<file path="src/rtl/nvs_pkg.sv">
package nvs_pkg;
  typedef enum logic [1:0] {
    ST_BOOT = 2'd0,
    ST_IDLE = 2'd1,
    ST_SAVE = 2'd2
  } nvsState_e;

  typedef struct packed {
    logic rdStb;
    logic wrStb;
  } nvsStrobes_t;
endpackage

</file>
<file path="src/rtl/nvs_ctrl.sv">
module nvs_ctrl
  import nvs_pkg::*;
#(
  parameter int NUM_BYTES = 32,
  parameter int SLOT_CLKS = 4
) (
  input  logic                          clk,
  input  logic                          rstN,
  input  logic                          trigLevel,
  input  logic                          lockActive,
  output nvsStrobes_t                   stb,
  output logic [$clog2(NUM_BYTES)-1:0]  byteIdx,
  output logic                          saveBusy,
  output logic                          writeBlock
);
  localparam int ADDR_W = $clog2(NUM_BYTES);
  localparam int CNT_W  = (SLOT_CLKS > 1) ? $clog2(SLOT_CLKS) : 1;
  localparam logic [ADDR_W-1:0] LAST_IDX = ADDR_W'(NUM_BYTES - 1);
  localparam logic [CNT_W-1:0]  LAST_CNT = CNT_W'(SLOT_CLKS - 1);

  nvsState_e state;
  logic [CNT_W-1:0] slotCnt;
  logic trigPrev;
  logic trigEdge;
  logic slotEnd;
  logic lastByte;

  assign trigEdge = trigLevel & ~trigPrev;
  assign slotEnd  = (slotCnt == LAST_CNT);
  assign lastByte = (byteIdx == LAST_IDX);

  always_ff @(posedge clk) begin
    if (!rstN) trigPrev <= 1'b0;
    else       trigPrev <= trigLevel;
  end

  always_ff @(posedge clk) begin
    if (!rstN) begin
      state   <= ST_BOOT;
      slotCnt <= '0;
      byteIdx <= '0;
    end else begin
      case (state)
        ST_IDLE: begin
          slotCnt <= '0;
          byteIdx <= '0;
          if (trigEdge && !lockActive) state <= ST_SAVE;
        end
        ST_BOOT, ST_SAVE: begin
          if (slotEnd) begin
            slotCnt <= '0;
            if (lastByte) begin
              byteIdx <= '0;
              state   <= ST_IDLE;
            end else begin
              byteIdx <= byteIdx + 1'b1;
            end
          end else begin
            slotCnt <= slotCnt + 1'b1;
          end
        end
        default: state <= ST_IDLE;
      endcase
    end
  end

  always_comb begin
    stb.rdStb  = (state == ST_BOOT) && slotEnd;
    stb.wrStb  = (state == ST_SAVE) && slotEnd;
    saveBusy   = (state == ST_SAVE);
    writeBlock = (state != ST_IDLE);
  end

  AST_BUSY_BLOCKS: assert property (@(posedge clk) disable iff (!rstN) saveBusy |-> writeBlock);
  AST_EDGE_START: assert property (@(posedge clk) disable iff (!rstN)
    $rose(saveBusy) |-> ($past(trigLevel) && !$past(trigLevel, 2)));
  AST_NO_LOCKED_START: assert property (@(posedge clk) disable iff (!rstN)
    $rose(saveBusy) |-> !$past(lockActive));
endmodule

</file>
<file path="src/rtl/nvs_datapath.sv">
module nvs_datapath
  import nvs_pkg::*;
#(
  parameter int NUM_BYTES   = 32,
  parameter int TRIG_OFFSET = 6,
  parameter int TRIG_BIT    = 0,
  parameter int LOCK_OFFSET = 1,
  parameter int LOCK_BIT    = 5,
  parameter int PIN_OFFSET  = 2,
  parameter int PIN_BIT     = 6
) (
  input  logic                          clk,
  input  logic                          rstN,
  input  logic [NUM_BYTES*8-1:0]        liveRegs,
  input  nvsStrobes_t                   stb,
  input  logic [$clog2(NUM_BYTES)-1:0]  byteIdx,
  input  logic                          saveBusy,
  input  logic                          writeBlock,
  input  logic [7:0]                    memRdata,
  output logic                          trigLevel,
  output logic                          lockActive,
  output logic                          pinModeActive,
  output logic [$clog2(NUM_BYTES)-1:0]  memAddr,
  output logic                          memWe,
  output logic                          memRd,
  output logic [7:0]                    memWdata,
  output logic                          loadStb,
  output logic [$clog2(NUM_BYTES)-1:0]  loadAddr,
  output logic [7:0]                    loadData
);
  localparam int ADDR_W = $clog2(NUM_BYTES);
  localparam int NUM_FLAGS = 2;
  localparam int FLAG_OFS [NUM_FLAGS] = '{LOCK_OFFSET, PIN_OFFSET};
  localparam int FLAG_BIT [NUM_FLAGS] = '{LOCK_BIT, PIN_BIT};

  logic [7:0] commitByte;
  logic       commitEn;
  logic [NUM_FLAGS-1:0] flagQ;

  assign trigLevel = liveRegs[TRIG_OFFSET*8 + TRIG_BIT];
  assign memAddr   = byteIdx;
  assign memWe     = stb.wrStb;
  assign memRd     = stb.rdStb;
  assign memWdata  = liveRegs[byteIdx*8 +: 8];
  assign loadStb   = stb.rdStb;
  assign loadAddr  = byteIdx;
  assign loadData  = memRdata;

  assign commitEn   = stb.wrStb | stb.rdStb;
  assign commitByte = stb.wrStb ? memWdata : memRdata;

  for (genvar f = 0; f < NUM_FLAGS; f++) begin : gFlag
    always_ff @(posedge clk) begin
      if (!rstN) flagQ[f] <= 1'b0;
      else if (commitEn && (byteIdx == ADDR_W'(FLAG_OFS[f])))
        flagQ[f] <= commitByte[FLAG_BIT[f]];
    end
  end

  assign lockActive    = flagQ[0];
  assign pinModeActive = flagQ[1];

  AST_LOCK_ON_COMMIT: assert property (@(posedge clk) disable iff (!rstN)
    !$stable(lockActive) |-> $past(memWe || memRd));
  AST_PIN_ON_COMMIT: assert property (@(posedge clk) disable iff (!rstN)
    !$stable(pinModeActive) |-> $past(memWe || memRd));
  AST_ADDR_HOLD: assert property (@(posedge clk) disable iff (!rstN)
    !$past(memWe || memRd) |-> $stable(memAddr));
  AST_WR_SPACED: assert property (@(posedge clk) disable iff (!rstN) memWe |=> !memWe);
  AST_BOOT_NO_WRITE: assert property (@(posedge clk) disable iff (!rstN)
    (writeBlock && !saveBusy) |-> !memWe);
endmodule

</file>
<file path="src/rtl/nvs_save_top.sv">
module nvs_save_top
  import nvs_pkg::*;
#(
  parameter int NUM_BYTES = 32,
  parameter int SLOT_CLKS = 4,
  localparam int ADDR_W   = $clog2(NUM_BYTES)
) (
  input  logic                   clk,
  input  logic                   rstN,
  input  logic [NUM_BYTES*8-1:0] liveRegs,
  output logic                   saveBusy,
  output logic                   writeBlock,
  output logic                   lockActive,
  output logic                   pinModeActive,
  output logic [ADDR_W-1:0]      memAddr,
  output logic                   memWe,
  output logic                   memRd,
  output logic [7:0]             memWdata,
  input  logic [7:0]             memRdata,
  output logic                   loadStb,
  output logic [ADDR_W-1:0]      loadAddr,
  output logic [7:0]             loadData
);
  nvsStrobes_t stb;
  logic [ADDR_W-1:0] byteIdx;
  logic trigLevel;

  nvs_ctrl #(.NUM_BYTES(NUM_BYTES), .SLOT_CLKS(SLOT_CLKS)) uCtrl (
    .clk(clk), .rstN(rstN), .trigLevel(trigLevel), .lockActive(lockActive),
    .stb(stb), .byteIdx(byteIdx), .saveBusy(saveBusy), .writeBlock(writeBlock)
  );

  nvs_datapath #(.NUM_BYTES(NUM_BYTES)) uData (
    .clk(clk), .rstN(rstN), .liveRegs(liveRegs), .stb(stb), .byteIdx(byteIdx),
    .saveBusy(saveBusy), .writeBlock(writeBlock), .memRdata(memRdata),
    .trigLevel(trigLevel), .lockActive(lockActive), .pinModeActive(pinModeActive),
    .memAddr(memAddr), .memWe(memWe), .memRd(memRd), .memWdata(memWdata),
    .loadStb(loadStb), .loadAddr(loadAddr), .loadData(loadData)
  );
endmodule

</file>
<file path="config.mk">
export PLATFORM = sky130hd
export DESIGN_NAME = nvs_save_top
export DESIGN_NICKNAME = d
export VERILOG_FILES = /design/src/rtl/nvs_pkg.sv /design/src/rtl/nvs_ctrl.sv /design/src/rtl/nvs_datapath.sv /design/src/rtl/nvs_save_top.sv
export SDC_FILE = /design/constraint.sdc
export NUM_CORES = 1
export LEC_CHECK = 0
export BUFFER_PORTS_ARGS = -buffer_cell sky130_fd_sc_hd__buf_2
export CAP_MARGIN = 40
export CORE_AREA = 2 2 115 117
export CTS_BUF_LIST = sky130_fd_sc_hd__clkbuf_16
export DETAILED_ROUTE_END_ITERATION = 12
export DIE_AREA = 0 0 117 119
export PLACE_DENSITY = 0.53
export SYNTH_ARGS = -nofsm -noshare
export SYNTH_HDL_FRONTEND = slang
export SYNTH_HIERARCHICAL = 1
export SYNTH_SLANG_ARGS = --single-unit
</file>
<file path="constraint.sdc">
create_clock -name clk -period 4.1 [get_ports clk]
set_input_delay 0 -clock clk [delete_from_list [all_inputs] [get_ports clk]]
set_output_delay 0 -clock clk [all_outputs]
set_load 0.05 [all_outputs]
</file>
==> flow_summary.toml, run 1 <==
[final_layout]
area_growth_pct = 55.0
nNetsFinal = 748
fillCellCount = 1287
drive_gt1_share_pct = 79.7

[hold_path]
hold-path-cell-count = 0
hold_class = "input port to primary output"

[clock_network]
postCtsSetupRepairBufs = 0
cts_tree = "done"
clockBufferDepth = 2
cts_num_sinks = 12
htree_levels = 1
clk_pin_slew_ps = 40
ctsHoldBuffers = 0
cts-buffers-inserted = 3
ctsRootBufferMaster = "clkbuf_16"
cts_resized = 0
clk_latency_ps = 240

[drt]
via_per_inst = 4.89
ant_nets = 0
drtIter0Drc = 176
wl_per_cell_um = 19.3
wl_um = 12700
drc = 0
first_pass_iters = 4
routed-via-count = 3217

[sta]
slew-limit-headroom_pct = 54.5
clock_skew_ps = 3.39
max_freq_mhz = 348
setup_tns_ps = 0
slew_violations = 0
rsz0062_at_grt = "no"
worstMarginPinSlew_ps = 682
period_minus_slack_ps = 2880
timing.final.crit_share_pct = 70.2
whs_ps = 0.109
hold_viol = 0
finalSetupViolCount = 0

[pwr]
switching_share_pct = 30.7
power_density_nw_per_um2 = 152
comb_power_share_pct = 54.2
vdd_drop_max_mv = 0.0942
p_clk_share_pct = 26.5
p_leak_nw = 1.94
power.internal_mw = 0.463
p_total_mw = 0.668
p_switching_mw = 0.205
power_frac_seq_pct = 19.3

[logic_synthesis]
syn_avg_cell_area_um2 = 12.6
synth_most_common_cell = "mux4_2"
synth_ff_type = "dfxtp_1"
synth.distinct_cells = 36
synth_top_area_cell = "mux4_2"
yosysWarnings = 6
synthCells = 225
synthXorXnorAreaFrac_pct = 0
netlist_area_um2 = 2830
synthTopCellsByArea = "mux4_2, dfxtp_1, buf_4, mux2i_1, mux2_2"
synth-simple-area-share_pct = 10.2
synthMuxAreaShare_pct = 63.2
yosysTopAreaCellShare_pct = 57.3
syn-num-nets = 494
synth_edf_count = 0
synth_compound_gate_area_share_pct = 6.28
synth_adder_area_share_pct = 1.33
async_reset_ff_share_pct = 0
synth_top_family_by_area = "multiplexers"
ys_seq_area_share_pct = 8.49
synth_seq_cells = 12
synth_common_cells = "mux4_2, buf_4, dfxtp_1, nand2_1"

[setup_path]
critPathBufInv = 2
critPathMaxStageDelay_ps = 560
path_depth = 6
slowest_stage = "mux4_2"
end_kind = "primary output"
cp_cell_sequence = "buf_4 -> mux4_2 -> a32o_1 -> nor4b_1 -> nor2_1 -> buf_2"
crit_required_ps = 4100
critPathArrivalTime_ps = 2880
cp_max_fo = 22
rr_worst_depth = 5
cp-start-kind = "register"
critPathKind = "register to primary output"
critical_path.top_delay_family = "buffers and inverters"

[place]
io_buffers = 286
gp_congestion = 0.954
place_hpwl_um = 11000

[floorplan]
fp.dieH_um = 119
die_x_um = 117
coreArea_um2 = 12900
io_pins = 299
die-area_um2 = 13900
num_rows = 42
initial_core_util_pct = 22.0

[global_routing]
track_usage_pct = 17.8
grtUsageMet2_pct = 30.6
use_met1_pct = 23.0
met3_usage_pct = 3.72
gr-max-usage-layer = "met2"
grt_pass1_wl_um = 18900
first_global_vias = 3480
antenna_found_initial = 4
grt_max_degree = 38
grt_overflow = 0

[run]
drv_cap = 0

[status]
outcome = "finished, final reports clean"
==> metrics by stage <==
step                      util, %  area [um^2]  instances  worst slack, ps
after floorplan                 -         2830        225             1940
after global placement       33.1         4260        648             1560
after detailed placement     33.4         4300        650             1570
after CTS                    34.0         4380        654             1290
after global routing         34.0         4380        655             1120
final                        34.1         4390        658             1220
==> final cells by class <==
class	count	area [um^2]	area share, %
Timing Repair Buffer	293	1530	34.9
Clock buffer	3	75.1	1.71
Antenna cell	4	10.0	0.228
Clock inverter	1	3.75	0.0856
Multi-Input combinational cell	167	2290	52.3
Inverter	2	7.51	0.171
Sequential cell	12	246	5.62
Tap cell	176	220	5.02
==> state kept, by name, summed over array words and instances, names as in the netlist <==
register	flops
uCtrl/slotCnt	2
uData/pinModeActive	1
uCtrl/byteIdx	5
uCtrl/trigPrev	1
uCtrl/state	2
uData/lockActive	1
==> power by group through the flow <==
stage / Clock (mW) / Sequential [mW] / Combinational [mW]
finish: 0.177 / 0.129 / 0.362
floorplan: 0 / 0.126 / 0.232
global route: 0.190 / 0.130 / 0.388
global placement: 0 / 0.132 / 0.357
detailed placement: 0 / 0.131 / 0.364
CTS: 0.181 / 0.129 / 0.366
==> routing by layer <==
metal / vias up / wire length, um
met2: 163 / 6540
met5: - / 0
met1: 1589 / 5110
li1: 1451 / -
met3: 14 / 851
met4: 0 / 211
==> kinds of logic (layout without fill, tap and decap cells) <==
kind of cell	after synthesis	count (layout)
compound gates	23	23
fa+ha+maj	3	3
buf+inv	46	299
flops	12	12
mux	88	88
other cells	0	4
simple gates	53	53
==> worst register-to-register path: cells and delay by family, from the launching register on <==
family | cells | cell delay [ps]
AOI/OAI and AO/OA | 2 | 450
buffers and inverters | 1 | 430
DFF | 1 | 530
muxes | 1 | 560
and+or+nand+nor | 1 | 500
==> path summary, 6_finish.rpt <==
check                                 startpoint             endpoint  slack, ps
worst max-delay path            uCtrl/byteIdx[0]          memWdata[6]       1220
worst min-delay path                 memRdata[0]          loadData[0]        0.1
worst max register to register  uCtrl/byteIdx[0]  uData/pinModeActive       1490
worst min register to register  uCtrl/slotCnt[1]     uCtrl/slotCnt[1]        490
==> cells in the final DEF, fill, tap and decap left out, types with 5 or more instances in the layout <==
master / instances
a21boi_0: 5
buf_2: 286
dfxtp_1: 9
mux2_2: 6
mux2i_1: 10
mux4_2: 72
nand2_1: 12
nor2_1: 7
nor2b_1: 8
nor3_1: 5
Note: power is estimated with default switching activity, not from simulation.
==> run 2, diff against run 1 <==
CORE_AREA = 2 2 116 118   (was 2 2 115 117)
DIE_AREA = 0 0 118 120   (was 0 0 117 119)
PLACE_DENSITY = 0.52   (was 0.53)
clock period = 3 ns   (was 4.1 ns; I/O delays follow)
==> flow_summary.toml, run 2 (synthesis gave the netlist of run 1 again) <==
[status]
outcome = "finished, final reports clean"

[place]
dp_cells = 650
gp_congestion = 0.928
place_area_um2 = 4290
place_hpwl_um = 11400
io_buffers = 286

[global_routing]
grt_pass1_wl_um = 19600
first_global_vias = 3516
grt_overflow = 0
antenna_found_initial = 6
track_usage_pct = 17.9
grt_max_degree = 40

[sta]
whs_ps = 0.0220
hold_viol = 0
rsz0062_at_grt = "no"
slew_violations = 0
clock_skew_ps = 6.81
setup_tns_ps = 0
period_minus_slack_ps = 2510
max_freq_mhz = 398
worstMarginPinSlew_ps = 494
slew-limit-headroom_pct = 67.0
finalSetupViolCount = 0
timing.final.crit_share_pct = 83.7

[setup_path]
slowest_stage = "dfxtp_2"
crit_required_ps = 3000
end_kind = "primary output"
cp_common_cell = "mux4_2"
critPathArrivalTime_ps = 2510
timing.rr.start = "uCtrl/byteIdx[0]"
cp-start-kind = "register"
cp_max_fo = 37
cp_cell_sequence = "buf_12 -> mux4_2 -> mux4_2 -> mux2_2 -> buf_2"
rrSetupSlack_ps = 840
critPathKind = "register to primary output"
critPathMaxStageDelay_ps = 600
crit_start = "uCtrl/byteIdx[1]"

[clock_network]
cts-buffers-inserted = 3
cts_tree = "done"
ctsRootBufferMaster = "clkbuf_16"
clk_latency_ps = 240
postCtsSetupRepairBufs = 0
htree_levels = 1
clk_pin_slew_ps = 40
clockBufferDepth = 2
cts_num_sinks = 12
cts_resized = 0
ctsHoldBuffers = 0

[pwr]
power_density_nw_per_um2 = 211
vdd_drop_max_mv = 0.126
p_leak_nw = 1.94
p_total_mw = 0.923

[hold_path]
min_from = "memRdata[0]"
hold_class = "input port to primary output"

[final_layout]
finalInstanceArea_um2 = 4380
nNetsFinal = 748
largest_register = "uCtrl/byteIdx"
drive_gt1_share_pct = 79.7
final_common_cell = "buf_2"
largest_reg_flops = 5
reg_top3 = "uCtrl/byteIdx x5, uCtrl/slotCnt x2, uCtrl/state x2"
final_cell_mix = "buf_2, mux4_2, nand2_1"
finalNonFillerCells = 659
area_growth_pct = 54.8

[drt]
first_pass_iters = 4
ant_nets = 0
routed-via-count = 3171
wl_per_cell_um = 20.0
drc = 0
via_per_inst = 4.81
wl_um = 13200
drtIter0Drc = 104

[floorplan]
fp.dieH_um = 120
io_pins = 299
num_rows = 42
coreArea_um2 = 13000
initial_core_util_pct = 21.8
die-area_um2 = 14200
die_x_um = 118

[run]
drv_cap = 0
==> run 2: cell count changes in the layout (fill, tap and decap cells not counted) <==
| cell | before | now |
|---|---|---|
| buf_8 | 1 | 0 |
| buf_4 | 3 | 4 |
| diode_2 | 4 | 5 |
| clkinv_1 | 1 | 0 |
| inv_1 | 2 | 3 |
==> run 2: where the power goes <==
group	internal [mW]	switching, mW	total [mW]	leakage [nW]
logic	0.295	0.212	0.506	1.80
clock network	0.175	0.0708	0.246	0.0423
registers	0.165	0.00497	0.170	0.0993
total	0.635	0.287	0.923	1.94
==> run 2: worst max-delay path, delay by kind of cell, from the launching register on <==
| family | cells | cell delay (ps) |
|---|---|---|
| buf+inv | 2 | 480 |
| mux | 3 | 1130 |
| flops | 1 | 600 |
==> run 2: through the flow <==
| step | setup WS (ps) | utilization [%] |
|---|---|---|
| floorplan | 836 | - |
| global placement | 781 | 33.0 |
| detailed placement | 772 | 33.0 |
| CTS | 516 | 33.7 |
| global route | 427 | 33.7 |
| finish | 489 | 33.7 |
==> run 2: routing by layer <==
| metal | share of wire [%] | up-vias | GRT usage (%) | wire [um] |
|---|---|---|---|---|
| met5 | 0.26 | - | 0 | 34 |
| met4 | 2.1 | 4 | 4.74 | 277 |
| met3 | 6.1 | 22 | 3.33 | 808 |
| met2 | 51 | 148 | 31.1 | 6680 |
| met1 | 41 | 1545 | 22.9 | 5390 |
| li1 | - | 1452 | - | - |
==> run 2: cell type report <==
class / instances / area [um^2]
diodes: 5 / 12.5
clock buffers: 3 / 75.1
clock inverters: 1 / 3.75
fillers: 1346 / 8600
inverters: 2 / 7.51
multi-input cells: 167 / 2290
flip-flops and latches: 12 / 246
well taps: 176 / 220
repair buffers: 293 / 1520
==> run 2: final timing paths <==
kind,cells after the start,to
setup / recovery,5,memWdata[0]
hold / removal,0,loadData[0]
setup reg to reg,5,uData/lockActive
hold reg to reg,2,uCtrl/slotCnt[1]
